$ cat config.mk
export PLATFORM = sky130hd
export DESIGN_NAME = link_qualifier
export DESIGN_NICKNAME = d
export VERILOG_FILES = /design/src/rtl/lq_pkg.sv /design/src/rtl/lq_preamble_est.sv /design/src/rtl/lq_clear_chan.sv /design/src/rtl/link_qualifier.sv
export SDC_FILE = /design/constraint.sdc
export NUM_CORES = 1
export LEC_CHECK = 0
export ABC_CLOCK_PERIOD_IN_PS = 2400
export BUFFER_PORTS_ARGS = -buffer_cell sky130_fd_sc_hd__buf_4
export CORE_MARGIN = 5
export CORE_UTILIZATION = 49
export DETAILED_ROUTE_END_ITERATION = 8
export PLACE_DENSITY = 0.86
export SYNTH_ARGS = -nofsm -noshare
export SYNTH_HDL_FRONTEND = slang
export SYNTH_HIERARCHICAL = 1
export SYNTH_SLANG_ARGS = --single-unit
$ cat constraint.sdc
create_clock -name clk -period 2.4 [get_ports clk]
set_clock_uncertainty 0.2 [all_clocks]
set_input_delay 0.24 -clock clk [delete_from_list [all_inputs] [get_ports clk]]
set_output_delay 0.24 -clock clk [all_outputs]
set_load 0.005 [all_outputs]
$ cat src/rtl/lq_pkg.sv
package lq_pkg;
   typedef enum logic [1:0] {
      CC_ALWAYS = 2'd0,
      CC_QUIET  = 2'd1,
      CC_NOPKT  = 2'd2,
      CC_BOTH   = 2'd3
   } cc_mode_e;
endpackage

$ cat src/rtl/lq_preamble_est.sv
module lq_preamble_est #(
   parameter int CNT_W     = 5,
   parameter int DOWN_STEP = 8,
   parameter int THR_W     = 3,
   parameter int THR_SCALE = 4
) (
   input  logic             clk,
   input  logic             rst_n,
   input  logic             clr,
   input  logic             bit_valid,
   input  logic             bit_in,
   input  logic [THR_W-1:0] thr,
   output logic [CNT_W-1:0] cnt,
   output logic             reached
);
   localparam int CNT_MAX = (1 << CNT_W) - 1;
   localparam int THR_MAX = (1 << THR_W) - 1;
   localparam logic [CNT_W-1:0] MAX_V  = CNT_W'(CNT_MAX);
   localparam logic [CNT_W-1:0] STEP_V = CNT_W'(DOWN_STEP);

   if (CNT_W < 2) begin : g_bad_w
      $error("lq_preamble_est: CNT_W must be at least 2");
   end
   if (DOWN_STEP < 1 || DOWN_STEP > CNT_MAX) begin : g_bad_step
      $error("lq_preamble_est: DOWN_STEP out of range");
   end
   if (THR_MAX * THR_SCALE > CNT_MAX) begin : g_bad_scale
      $error("lq_preamble_est: threshold scale exceeds counter range");
   end

   logic [CNT_W-1:0] cnt_q;
   logic             prev_q;
   logic             have_q;

   always_ff @(posedge clk or negedge rst_n) begin
      if (!rst_n) begin
         cnt_q  <= '0;
         prev_q <= 1'b0;
         have_q <= 1'b0;
      end else if (clr) begin
         cnt_q  <= '0;
         have_q <= 1'b0;
      end else if (bit_valid) begin
         prev_q <= bit_in;
         have_q <= 1'b1;
         if (have_q) begin
            if (bit_in != prev_q) begin
               cnt_q <= (cnt_q == MAX_V) ? cnt_q : cnt_q + 1'b1;
            end else begin
               cnt_q <= (cnt_q < STEP_V) ? '0 : cnt_q - STEP_V;
            end
         end
      end
   end

   logic [CNT_W:0] limit;
   assign limit   = (CNT_W+1)'(thr) * (CNT_W+1)'(THR_SCALE);
   assign reached = {1'b0, cnt_q} >= limit;
   assign cnt     = cnt_q;
endmodule

$ cat src/rtl/lq_clear_chan.sv
module lq_clear_chan
   import lq_pkg::*;
#(
   parameter bit REGISTERED = 1'b0
) (
   input  logic     clk,
   input  logic     rst_n,
   input  cc_mode_e mode,
   input  logic     rssi_low,
   input  logic     pkt_active,
   output logic     clear
);
   logic raw;

   always_comb begin
      unique case (mode)
         CC_ALWAYS: raw = 1'b1;
         CC_QUIET:  raw = rssi_low;
         CC_NOPKT:  raw = !pkt_active;
         default:   raw = rssi_low && !pkt_active;
      endcase
   end

   if (REGISTERED) begin : g_reg
      logic clear_q;
      always_ff @(posedge clk or negedge rst_n) begin
         if (!rst_n) clear_q <= 1'b0;
         else        clear_q <= raw;
      end
      assign clear = clear_q;
   end else begin : g_comb
      logic unused_clk;
      assign unused_clk = clk ^ rst_n;
      assign clear = raw;
   end
endmodule

$ cat src/rtl/link_qualifier.sv
module link_qualifier
   import lq_pkg::*;
#(
   parameter int CNT_W     = 5,
   parameter int DOWN_STEP = 8,
   parameter int THR_W     = 3,
   parameter int THR_SCALE = 4,
   parameter bit CC_REG    = 1'b0
) (
   input  logic             clk,
   input  logic             rst_n,
   input  logic             rx_start,
   input  logic             sync_found,
   input  logic             bit_valid,
   input  logic             bit_in,
   input  logic             cfg_we,
   input  logic [THR_W-1:0] cfg_thr,
   input  logic [1:0]       cfg_mode,
   input  logic             rssi_low,
   input  logic             pkt_active,
   input  logic             in_rx,
   input  logic             tx_req,
   output logic [CNT_W-1:0] quality_cnt,
   output logic             quality_ok,
   output logic             chan_clear,
   output logic             tx_grant
);
   logic [THR_W-1:0] thr_q;
   cc_mode_e         mode_q;

   always_ff @(posedge clk or negedge rst_n) begin
      if (!rst_n) begin
         thr_q  <= '0;
         mode_q <= CC_BOTH;
      end else if (cfg_we) begin
         thr_q  <= cfg_thr;
         mode_q <= cc_mode_e'(cfg_mode);
      end
   end

   lq_preamble_est #(
      .CNT_W(CNT_W), .DOWN_STEP(DOWN_STEP), .THR_W(THR_W), .THR_SCALE(THR_SCALE)
   ) est_i (
      .clk(clk), .rst_n(rst_n), .clr(rx_start || sync_found),
      .bit_valid(bit_valid), .bit_in(bit_in), .thr(thr_q),
      .cnt(quality_cnt), .reached(quality_ok)
   );

   lq_clear_chan #(.REGISTERED(CC_REG)) cc_i (
      .clk(clk), .rst_n(rst_n), .mode(mode_q),
      .rssi_low(rssi_low), .pkt_active(pkt_active), .clear(chan_clear)
   );

   assign tx_grant = tx_req && (!in_rx || chan_clear);
endmodule

## After elaboration in Yosys (flattened, before gate mapping)

Cells that the tools add are included.

- Add/subtract/negate cells: 2
- Multipliers: 0
- Divide/modulo/power cells: 0
- $lt $le $gt $ge: 2
- Eq/ne operators: 5
- Shift operators: 0
- Multiplexer cells: 9
- Bitwise gates (word level): 1
- Reductions and logical operators: 11

Operators with widths:

| cell | number |
|---|---|
| 5-bit 2-to-1 mux | 6 |
| 5-bit by 1-bit adder with 5-bit output, second input constant | 1 |
| 5-bit == test, second input constant | 1 |
| 5-bit >= comparator | 1 |
| 5-bit by 4-bit < comparator with 1-bit output, second input constant | 1 |
| 5-bit by 4-bit subtractor with 5-bit output, second input constant | 1 |
| 2-bit nonzero test | 2 |
| 3-bit by 2-bit inequality test with 1-bit output, second input constant | 1 |
| 1-bit one-hot mux with 3 select lines | 1 |
| 3-bit AND reduction | 1 |
| 2-bit by 1-bit == test with 1-bit output, second input constant | 1 |
| 2-bit == test, second input constant | 1 |
| 1-bit logical AND | 2 |
| 1-bit logical NOT | 2 |
| 2-bit logical NOT | 1 |
| 1-bit logical OR | 2 |
| 1-bit 2-to-1 mux | 2 |
| 2-bit AND reduction | 1 |
| 1-bit inequality test | 1 |
| 1-bit NOT | 1 |

- Register bits after elaboration: 12
- Latch bits: 0
- RAM bits: 0
- Memory bits (read-only): 0
- Output and inout bits: 8
- Word-level logic and storage cells: 35
- Memories: 0

## Depth between registers and ports, before layout

- Depth in word-level cells: 6
- Mapped depth: 6
- Depth with buffers taken out: 6

## By module

Netlist, hierarchy kept.

By module, submodules not included:

| module | times used | cells an instance | area an instance (µm²) | sequential area each (µm²) |
|---|---|---|---|---|
| lq_preamble_est | 1 | 58 | 594.3 | 175.2 |
| link_qualifier | 1 | 13 | 201.4 | 127.6 |
| lq_clear_chan | 1 | 2 | 16.3 | 0.0 |

## Least setup slack after synthesis

No wires, ideal clock.

- Path type: flip-flop to flip-flop
- Start point: register est_i.cnt_q[0] (netlist: est_i/cnt[0])
- End point: register est_i.cnt_q[0] (netlist: est_i/cnt[0])
- Arrival: 1.750 ns
- Required time: 2.113 ns
- Setup slack: 0.363 ns
- Cell stages (with the launch flop): 7
- Buffers on the path: 0
- Clock period less this slack: 2.037 ns
- Path through: dfrtp_1 ha_1 and3_1 ha_1 nand3b_1 or4_1 o211ai_1

- Cells in the longest elaborated chain, start to end: 6

Ends and longest elaborated chain:

| item | line | source |
|---|---|---|
| start, declared | lq_preamble_est.sv:31 | `logic [CNT_W-1:0] cnt_q;` |
| start signal, assigned | lq_preamble_est.sv:48 | `cnt_q <= (cnt_q == MAX_V) ? cnt_q : cnt_q + 1'b1;` |
| start signal, assigned | lq_preamble_est.sv:50 | `cnt_q <= (cnt_q < STEP_V) ? '0 : cnt_q - STEP_V;` |
| 5-bit by 4-bit subtractor with 5-bit output (tied with other cells) | lq_preamble_est.sv:50 |  |
| 5-bit 2-to-1 mux, on equally long branches | lq_preamble_est.sv:50, lq_preamble_est.sv:48 |  |
| 5-bit 2-to-1 mux | lq_preamble_est.sv:47 | `if (bit_in != prev_q) begin` |
| 5-bit 2-to-1 mux | lq_preamble_est.sv:46 | `if (have_q) begin` |
| 5-bit 2-to-1 mux | lq_preamble_est.sv:43 | `end else if (bit_valid) begin` |
| 5-bit 2-to-1 mux | lq_preamble_est.sv:40 | `end else if (clr) begin` |

Several ways; a longest one is shown, not always the timed one. The select of a mux whose other input is x is not followed.
A chain may end at the register's enable or synchronous reset.

## Worst setup path in the final report

Ends and elaborated chain as after synthesis.

==> flow_metrics.env <==
export IMPL_status="completed"
export IMPL_initial_core_util_pct=52.68
export IMPL_cts_sinks=12
export IMPL_synthTopCellsByArea="dfrtp_1 (31%), ha_1 (9.2%), mux2_2 (8.3%)"
export IMPL_synth_flop_cell="dfrtp_1"
export IMPL_yosysTopAreaCellShare_pct=30.82
export IMPL_gp_congestion=0.8273
export IMPL_die_width_um=50.71
export IMPL_tns_ps=0
export IMPL_finalNetCount=127
export IMPL_port_buffers=23
export IMPL_worst_path_max_delay_cell="or4_1"
export IMPL_utilization_pct=69.89
export IMPL_hpwl_mm=1.319
export IMPL_drcViolationCount=0
export IMPL_dp_cells=111
export IMPL_stdcell_count=120
export IMPL_netlist_instances=73
export IMPL_grt_first_pass_wirelength_mm=3.194
export IMPL_pin_count=24
export IMPL_fp_dieArea_mm2=0.002572
export IMPL_setup_viol=0
export IMPL_root_buffer="clkbuf_4"
export IMPL_max_freq_ghz=0.4574
export IMPL_die_h_um=50.71
export IMPL_worstPathMaxFanout=7
export IMPL_power_density_mw_per_mm2=430.6
export IMPL_drt_first_pass_iters=4
export IMPL_switchingPower_uw=118.7
export IMPL_synth_cell_types=34
export IMPL_drt_iter0_markers=10
export IMPL_cts_made_buffers=3
export IMPL_cp_data_required_time_ps=2380
export IMPL_timing_final_ws_setup_ps=214.0
export IMPL_ant_nets=0
export IMPL_cpPeakStageDelay_ps=480
export IMPL_r2r_end="est_i/cnt[0]$_DFFE_PN0P_"
export IMPL_relSlewSlack_pct=65.30
export IMPL_period_needed_ps=2186
export IMPL_antenna_found_initial=0
export IMPL_p_clk_share_pct=26.9
export IMPL_tightest_slew_ps=520.1
export IMPL_timing_hold_violations_final=0
export IMPL_peakVddDrop_uv=395.9
export IMPL_ys_seq_elements=12
export IMPL_cp_common_cell="ha_1"
export IMPL_yosys_warnings=6
export IMPL_htreeDepth=1
export IMPL_critical_path_cell_chain="ha_1 > and3_1 > ha_1 > nand3b_1 > or4_1 > o211ai_1"
export IMPL_overflow=0
export IMPL_dpl_worst_slack_ps=259.6
export IMPL_n_fill_cell=126
export IMPL_p_leak_uw=0.0005153
export IMPL_min_path_type="in -> reg"
export IMPL_internal_power_uw=345.2
export IMPL_syn_nets=95
export IMPL_slew_violations=0
export IMPL_total_power_uw=463.9
export IMPL_cts_tree="yes"
export IMPL_r2r_cells=6
export IMPL_vias_per_cell=5.692
export IMPL_synthArstFlopShare_pct=100.0
export IMPL_coreArea_mm2=0.001541
export IMPL_area_growth_pct=32.67
export IMPL_cp_end_kind="flip-flop"
export IMPL_drive_gt1_share_pct=40.38
export IMPL_pwr_share_seq_pct=49.3
export IMPL_synth_avg_cell_area_um2=11.12
export IMPL_yosys_area_top_type="dfrtp_1"
export IMPL_r2r_slack_ps=210
export IMPL_min_from="cfg_mode[1]"
export IMPL_cts_resized=0
export IMPL_num_rows=14
export IMPL_grt_pass1_vias=697
export IMPL_cts_buffer_depth=2
export IMPL_r2r_start="est_i/cnt[0]$_DFFE_PN0P_"
export IMPL_final_cell_mix="buf_4 (23), dfrtp_1 (10), inv_1 (8)"
export IMPL_final_common_cell="buf_4"
export IMPL_rsz0062_at_grt="false"
export IMPL_crit_family="simple AND/OR/NAND/NOR gates"
export IMPL_track_usage_pct=15.83
export IMPL_synth_seq_area_share_pct=37.29
export IMPL_switching_share_pct=25.59
export IMPL_route_detailed_wl_per_inst_um=14.69
export IMPL_worst_setup_path_type="reg -> reg"
export IMPL_synth_edf_count=0
export IMPL_wl_mm=1.763
export IMPL_fin_crit_sh_pct=91.08
export IMPL_path_clk_slew_ps=60
export IMPL_num_vias=683
export IMPL_crit_arrival_ps=2170
export IMPL_hold_depth=2
export IMPL_min_to="mode_q[1]$_DFFE_PN1P_"
export IMPL_start_kind="flip-flop"
export IMPL_grt_max_degree=15
export IMPL_diodes=0
export IMPL_comb_power_share_pct=23.8
export IMPL_crit_buf_inv=0
export IMPL_synth_area_um2=812.0
export IMPL_maxCapViolations=0
export IMPL_clk_latency_ps=270
registers in the layout (all words and copies together), names as in the netlist:
signal        cells
est_i/cnt         5
est_i/prev_q      1
est_i/have_q      1
thr_q             3
mode_q            2
worst max path at each step:
stage                                  start                  endpoint  slack [ps]  depth (start not counted)
global route        est_i/cnt[2]$_DFFE_PN0P_                quality_ok         130                          6
global placement    est_i/cnt[0]$_DFFE_PN0P_  est_i/cnt[0]$_DFFE_PN0P_         300                          6
detailed placement  est_i/cnt[0]$_DFFE_PN0P_  est_i/cnt[0]$_DFFE_PN0P_         260                          6
floorplan           est_i/cnt[0]$_DFFE_PN0P_  est_i/cnt[0]$_DFFE_PN0P_         360                          6
CTS                 est_i/cnt[0]$_DFFE_PN0P_  est_i/cnt[0]$_DFFE_PN0P_         240                          6
finish              est_i/cnt[0]$_DFFE_PN0P_  est_i/cnt[0]$_DFFE_PN0P_         210                          6
what timing repair did:
| item | 4_1_cts | 5_1_grt |
|---|---|---|
| hold buffers | 3 | 2 |
| hold endpoints to repair | 14 | 2 |
| buffers inserted | 0 | 0 |
| setup endpoints to repair | 0 | 0 |
power by group through the flow:
stage | logic [uW] | registers, uW | clock network, uW
2_1_floorplan | 61.0 | 230 | 0
3_3_place_gp | 102 | 231 | 0
3_5_place_dp | 104 | 233 | 0
4_1_cts | 109 | 229 | 132
5_1_grt | 123 | 231 | 145
6_report | 110 | 229 | 125
worst reg2reg max path, stage by stage, from the launching register on:
cell and delay [ps]:
dfrtp_1 440, ha_1 250, and3_1 190, ha_1 260, nand3b_1 200, or4_1 480, o211ai_1 100
metal layers:
metal | up-vias | GRT usage (%) | share of wire [%]
li1 | 332 | - | -
met4 | 0 | 5.106 | 2.3
met3 | 4 | 4.734 | 6.0
met5 | - | 0 | 0
met1 | 325 | 19.09 | 41
met2 | 22 | 26.65 | 51
cells in the mapped netlist, types with 2 or more instances:
library cell / number
mux2i_1: 2
mux2_2: 6
nor2_1: 3
inv_1: 8
ha_1: 6
o211ai_1: 3
nand4b_1: 4
a21oi_1: 3
and3_1: 2
dfstp_2: 2
dfrtp_1: 10
a21o_1: 2
final cells by class:
cell class | instances | area [um2] | area share, %
Multi-Input combinational cell | 52 | 475.5 | 44.13
Sequential cell | 12 | 302.8 | 28.11
Timing Repair Buffer | 28 | 222.7 | 20.67
Inverter | 8 | 30.03 | 2.787
Clock buffer | 4 | 26.28 | 2.439
Tap cell | 16 | 20.02 | 1.858
kinds of logic (layout without fill, tap and decap cells):
kind of cell	after synthesis	in the layout	synth area share (%)
AND/OR/NAND/NOR	20	20	16.95
AO/OA/AOI/OAI	16	16	18.49
multiplexers	8	8	10.79
adder cells (fa/ha/maj)	6	6	9.245
buffers and inverters	9	40	4.160
XOR/XNOR	2	2	3.082
flip-flops	12	12	37.29
through the flow:
step	area (um2)	hold WS, ps
after floorplan	812.0	-255.6
after global placement	1001	-114.2
after detailed placement	1001	-109.4
after CTS	1057	0.2079
after global routing	1077	7.818
final	1077	14.51
Power figures use the tool's default switching activity.
